## src/rtl/range_clamp_pkg.sv

```systemverilog
package range_clamp_pkg;
  typedef enum logic [2:0] {
    FMT_NONE  = 3'd0,
    FMT_B8    = 3'd1,
    FMT_B10   = 3'd2,
    FMT_B12   = 3'd3,
    FMT_PROG  = 3'd7
  } fmt_e;

  function automatic logic fmt_is_preset(input logic [2:0] c);
    return (c == 3'd1) || (c == 3'd2) || (c == 3'd3);
  endfunction
endpackage

```

## src/rtl/range_clamp_decode.sv

```systemverilog
module range_clamp_decode
  import range_clamp_pkg::*;
#(
  parameter int W     = 12,
  parameter int NCOMP = 3,
  parameter logic [W-1:0] PRE_LO = 12'h100,
  parameter logic [W-1:0] PRE_HI = 12'hEB0
) (
  input  logic                 clamp_en,
  input  logic [2:0]           fmt_code,
  input  logic [NCOMP*W-1:0]   lo_prog,
  input  logic [NCOMP*W-1:0]   hi_prog,
  output logic                 active,
  output logic [NCOMP*W-1:0]   lo_sel,
  output logic [NCOMP*W-1:0]   hi_sel
);
  logic preset;
  logic prog;

  always_comb begin
    preset = fmt_is_preset(fmt_code);
    prog   = (fmt_code == FMT_PROG);
    active = clamp_en && (preset || prog);
  end

  for (genvar i = 0; i < NCOMP; i++) begin : g_sel
    always_comb begin
      if (prog) begin
        lo_sel[i*W +: W] = lo_prog[i*W +: W];
        hi_sel[i*W +: W] = hi_prog[i*W +: W];
      end else begin
        lo_sel[i*W +: W] = PRE_LO;
        hi_sel[i*W +: W] = PRE_HI;
      end
    end
  end
endmodule

```

## src/rtl/range_clamp_lane.sv

```systemverilog
module range_clamp_lane #(
  parameter int W = 12
) (
  input  logic         active,
  input  logic [W-1:0] din,
  input  logic [W-1:0] lo,
  input  logic [W-1:0] hi,
  output logic [W-1:0] dout
);
  always_comb begin
    if (!active)      dout = din;
    else if (din > hi) dout = hi;
    else if (din < lo) dout = (lo > hi) ? hi : lo;
    else               dout = din;
  end
endmodule

```

## src/rtl/range_clamp.sv

```systemverilog
module range_clamp
  import range_clamp_pkg::*;
#(
  parameter int W     = 12,
  parameter int NCOMP = 3,
  localparam int PW   = NCOMP * W
) (
  input  logic          clk,
  input  logic          rst,
  input  logic          valid_in,
  input  logic [PW-1:0] pix_in,
  input  logic          clamp_en,
  input  logic [2:0]    fmt_code,
  input  logic [PW-1:0] lo_bound,
  input  logic [PW-1:0] hi_bound,
  output logic          valid_out,
  output logic [PW-1:0] pix_out
);
  logic          active;
  logic [PW-1:0] lo_sel, hi_sel, pix_next;

  range_clamp_decode #(.W(W), .NCOMP(NCOMP)) u_dec (
    .clamp_en (clamp_en),
    .fmt_code (fmt_code),
    .lo_prog  (lo_bound),
    .hi_prog  (hi_bound),
    .active   (active),
    .lo_sel   (lo_sel),
    .hi_sel   (hi_sel)
  );

  for (genvar i = 0; i < NCOMP; i++) begin : g_lane
    range_clamp_lane #(.W(W)) u_lane (
      .active (active),
      .din    (pix_in[i*W +: W]),
      .lo     (lo_sel[i*W +: W]),
      .hi     (hi_sel[i*W +: W]),
      .dout   (pix_next[i*W +: W])
    );
  end

  always_ff @(posedge clk) begin
    if (rst) begin
      valid_out <= 1'b0;
      pix_out   <= '0;
    end else begin
      valid_out <= valid_in;
      pix_out   <= pix_next;
    end
  end
endmodule

```

## config.mk

```make
export PLATFORM = sky130hd
export DESIGN_NAME = range_clamp
export DESIGN_NICKNAME = d
export VERILOG_FILES = /design/src/rtl/range_clamp_pkg.sv /design/src/rtl/range_clamp_decode.sv /design/src/rtl/range_clamp_lane.sv /design/src/rtl/range_clamp.sv
export SDC_FILE = /design/constraint.sdc
export NUM_CORES = 1
export LEC_CHECK = 0
export ABC_AREA = 1
export BUFFER_PORTS_ARGS = -buffer_cell sky130_fd_sc_hd__buf_2
export CORE_MARGIN = 10
export CORE_UTILIZATION = 29
export CTS_CLUSTER_DIAMETER = 100
export CTS_CLUSTER_SIZE = 30
export DETAILED_ROUTE_END_ITERATION = 7
export GPL_TIMING_DRIVEN = 0
export PLACE_DENSITY = 0.58
export SLEW_MARGIN = 10
export SYNTH_ARGS = -nofsm -noshare
export SYNTH_HDL_FRONTEND = slang
export SYNTH_SLANG_ARGS = --single-unit
```

## constraint.sdc

```tcl
create_clock -name clk -period 3.12 [get_ports clk]
set_input_delay 0.156 -clock clk [delete_from_list [all_inputs] [get_ports clk]]
set_output_delay 0.156 -clock clk [all_outputs]
set_load 0.02 [all_outputs]
```

Word-level counts from Yosys, hierarchy flattened:

Index checks and enable logic that the tools add are counted.

* flip-flop bits (word level): 37
* bits in latches: 0
* bits in writable memories: 0
* memory bits (read-only): 0
* bits of input ports: 115
* memories kept: 0

* add/subtract/negate cells: 0
* multipliers: 0
* divide/modulo/power cells: 0
* magnitude comparators: 9
* eq/ne operators: 4
* shifts and indexed selects: 0
* muxes and demuxes: 18
* bitwise logic cells: 0
* reduce and logical (&&, ||, !) cells: 4

Operators by type and width (count)
* 12-bit two-way mux: 18
* 12-bit greater-than comparator: 6
* 12-bit less-than comparator: 3
* 3-bit by 2-bit == test with 1-bit output (second input constant): 2
* 3-bit by 1-bit == test with 1-bit output (second input constant): 1
* 3-bit == test (second input constant): 1
* 1-bit logical OR: 3
* 1-bit logical AND: 1

Longest topological paths before layout:

* depth after elaboration: 7
* depth in mapped cells: 23
* mapped depth without buffers: 20

Hierarchy:

From an unflattened synthesis, not the netlist that was laid out.

* cell total of the unflattened synthesis: 1207
* area total of the unflattened synthesis: 6835.3 µm²

Modules (own cells, without submodules)
* range_clamp_lane: instances 3, cells each 319, area an instance 1729.2 µm²
* range_clamp: instances 1, cells each 115, area an instance 1068.5 µm²
* range_clamp_decode: instances 1, cells each 135, area an instance 579.3 µm²

Worst setup path before layout:

Ideal clock, no wire load.

* path kind: input to register
* start point: in fmt_code[1]
* end point: reg pix_out[19]
* arrival: 2.420 ns
* path slack: 0.568 ns
* stages on the path: 17
* path buffers: 3
* path through: nand3_2 > clkbuf_1 > buf_2 > nor2_1 > ha_1 > nand2_1 > nor2_1 > nand2_1 > nor3b_2 > nand3_2 > nand2_2 > buf_2 > nand2_1 > nand3_1 > nand3_1 > nand2_1 > a21oi_1

* longest elaborated chain between the ends: 7

RTL lines
* from (decl): line range_clamp.sv:13 `input logic [2:0] fmt_code,`
* 3-bit == test: line range_clamp_decode.sv:22 `prog = (fmt_code == FMT_PROG);`
* 12-bit two-way mux: line range_clamp_decode.sv:28 `if (prog) begin`
* 12-bit greater-than comparator: line range_clamp_lane.sv:13 `else if (din < lo) dout = (lo > hi) ? hi : lo;`
* 12-bit two-way mux (2 in a row): line range_clamp_lane.sv:13
* 12-bit two-way mux: line range_clamp_lane.sv:12 `else if (din > hi) dout = hi;`
* 12-bit two-way mux (*): line range_clamp_lane.sv:11 `if (!active) dout = din;`
* to (signal assigned): line range_clamp.sv:48 `pix_out <= pix_next;`
* to (decl): line range_clamp.sv:17 `output logic [PW-1:0] pix_out`

Mark *: on every way between the ends. The rest lies on a longest branch, timed or not.
A chain may end at the register's enable or synchronous reset.

Final worst setup path:

* start point: in fmt_code[1]
* end point: reg pix_out[20]

Same word-level chain as after synthesis.

==> run metrics <==
status=completed; Yosys top cell area share=22.1%; number of synthesized flops with an enable pin=0; IO Pins=152; clock slew at reported path FFs=0.07 ns; dominant cells by area after synthesis=ha_1 22%, nand2_1 17%, dfxtp_1 13%; final setup vio count=0; vias per inst=4.84; dominant cell type by area after synthesis=ha_1; Post-Layout Inst Area=7020 um2; core area=18900 um2; multi-input logic area=4170 um2; gr usage total=17.2%; Pwr Density=270 nW/um2; number of max-cap violations=0; Tmin final=2.87 ns; fin. max-slew vios=0; share of post-route cells with drive strength above 1=20.4%; final hold vios=0; fmax=0.348 GHz; # DRC=0; Die Footprint=25300 um2; vias in the first global route=6589; placed cells=1354; Reg area=741 um2; DRT antenna net count=0; post-synthesis cell area=5610 um2; VDD IR max=0.153 mV; hpwl dp=18000 um; required time worst endpoint=3.28 ns; # rows=50; critical path arrival=3.03 ns; fin util=37.2%; Yosys cell types=33; largest net degree at the start of global routing=18; final worst slack=0.247 ns; fin crit share=92.1%; Routed WL=22100 um; worst slew pin tran=0.682 ns; gpl congestion=0.886; starting density of the core=29.7%; Hold WC Path Type=in2reg; P_leak=0.00408 uW; syn_nets=1158; Routed WL per cell=16.1 um; Max clock buf depth=2; WHS=0.0676 ns; Primary FF master, synth=dfxtp_1; Ys Warns=0; Buffers on Ports=150; clk sinks=37; fin cells=1373; Avg Inst Size Synth=5.94 um2; Hold-fix buffers, CTS=0; Final nets=1326; Vias=6640; Place WS=-0.966 ns; CP max FO=10; register area share after synthesis=13.2%; Critical Path Source Type=input pin; kind of critical path=in2reg; initial antenna violation count=0; Placed Area=6690 um2; first-pass GRT wire length=35400 um; Slew headroom=54.6%; #FFs+latches synth=37; CP Capture Type=register; grt total ovfl=0; async set-reset flop share out of synthesis=0%; Die H=159 um; post-synthesis cell count=944; router iterations before antenna repair=5; filler instances=2150; CTS buffer count=5; First DRT Iteration DRCs=392; CTS root buf=clkbuf_16; die extent in x=159 um; n_diodes=0; CTS tree=built; Layout area overhead=25.1%; H-tree depth=2
worst paths after layout:
path | startpoint | end | slack, ns | cells after the start
min | valid_in | valid_out$_SDFF_PP0_ | 0.07 | 3
max | fmt_code[1] | pix_out[20]$_SDFF_PP0_ | 0.25 | 19
critical path: stages:
cell and delay, ns:
buf_2 0.12, nand2_1 0.09, nor2_4 0.16, buf_6 0.19, clkbuf_4 0.27, nand2_1 0.15
ha_1 0.31, nand2_1 0.05, nor2_1 0.13, nand2_1 0.10, nor3b_2 0.28, nand3_4 0.20
nand2_2 0.18, buf_2 0.27, nand2_1 0.08, nand3_1 0.07, nand3_1 0.07, nand2_1 0.07
a21oi_1 0.06
power breakdown:
group | internal [uW] | switching (uW) | leakage [uW]
Sequential | 510 | 10.7 | 0.000308
Clock | 401 | 233 | 0.0000841
Combinational | 272 | 470 | 0.00369
Total | 1180 | 714 | 0.00408
flip-flops by register name, summed over array words and instances (netlist names):
register,cells
valid_out,1
pix_out,36
cells in the final DEF, fill, tap and decap left out, types with 4 or more instances in the layout:
cell / synthesis / layout
nand2_1: 260 / 260
nand4_1: 7 / 7
o21ai_0: 53 / 53
nor3_1: 4 / 4
buf_6: 5 / 8
dfxtp_1: 37 / 37
clkbuf_16: 0 / 5
inv_1: 140 / 140
nand3_1: 103 / 103
clkinv_1: 6 / 6
buf_4: 3 / 16
nor2_2: 6 / 8
inv_2: 5 / 5
nand3_4: 0 / 4
buf_2: 9 / 155
nor2_1: 53 / 50
clkbuf_1: 14 / 11
nand2_2: 9 / 9
a21oi_1: 75 / 75
o21ai_1: 29 / 29
ha_1: 99 / 99
cells in the mapped netlist (4+ instances only):
library cell and count:
nand2_1 260, inv_1 140, nand3_1 103, ha_1 99
a21oi_1 75, nor2_1 53, o21ai_0 53, dfxtp_1 37
o21ai_1 29, clkbuf_1 14, buf_2 9, nand2_2 9
nand3_2 7, nand4_1 7, clkinv_1 6, nor2_2 6
buf_6 5, inv_2 5, nor3_1 4
cells by family after synthesis:
group / synth area share [%]
compound gates: 16.3
buf+inv: 13.2
simple gates: 35.1
flops: 13.2
fa+ha+maj: 22.1
area by class of cell:
| class | instances | share of cell area [%] |
|---|---|---|
| well taps | 260 | 4.63 |
| clock inverters | 1 | 0.428 |
| flip-flops and latches | 37 | 10.5 |
| repair buffers | 163 | 12.1 |
| inverters | 151 | 8.07 |
| plain buffers | 29 | 2.82 |
| clock buffers | 7 | 2.03 |
| multi-input cells | 725 | 59.4 |
layer usage:
| layer | vias up | wire length [um] | track usage [%] |
|---|---|---|---|
| li1 | 3438 | - | - |
| met1 | 2969 | 10000 | 22.0 |
| met2 | 212 | 10200 | 28.8 |
| met3 | 21 | 1460 | 3.38 |
| met4 | 0 | 408 | 4.47 |
| met5 | - | 0 | 0 |
metrics by stage:
stage                     setup TNS (ns)  total power (uW)
after global routing             -0.0219              2030
after CTS                              0              1900
after global placement            -29.41              1250
after floorplan                        0               976
after detailed placement          -28.52              1260
final                                  0              1900
repair_timing:
action	4_1_cts	5_1_grt
resized for setup	5	17
buffers inserted	1	12
pin swaps	1	3
gates cloned	0	0
endpoints found under the setup margin	36	34
(Power assumes the default switching activity.)
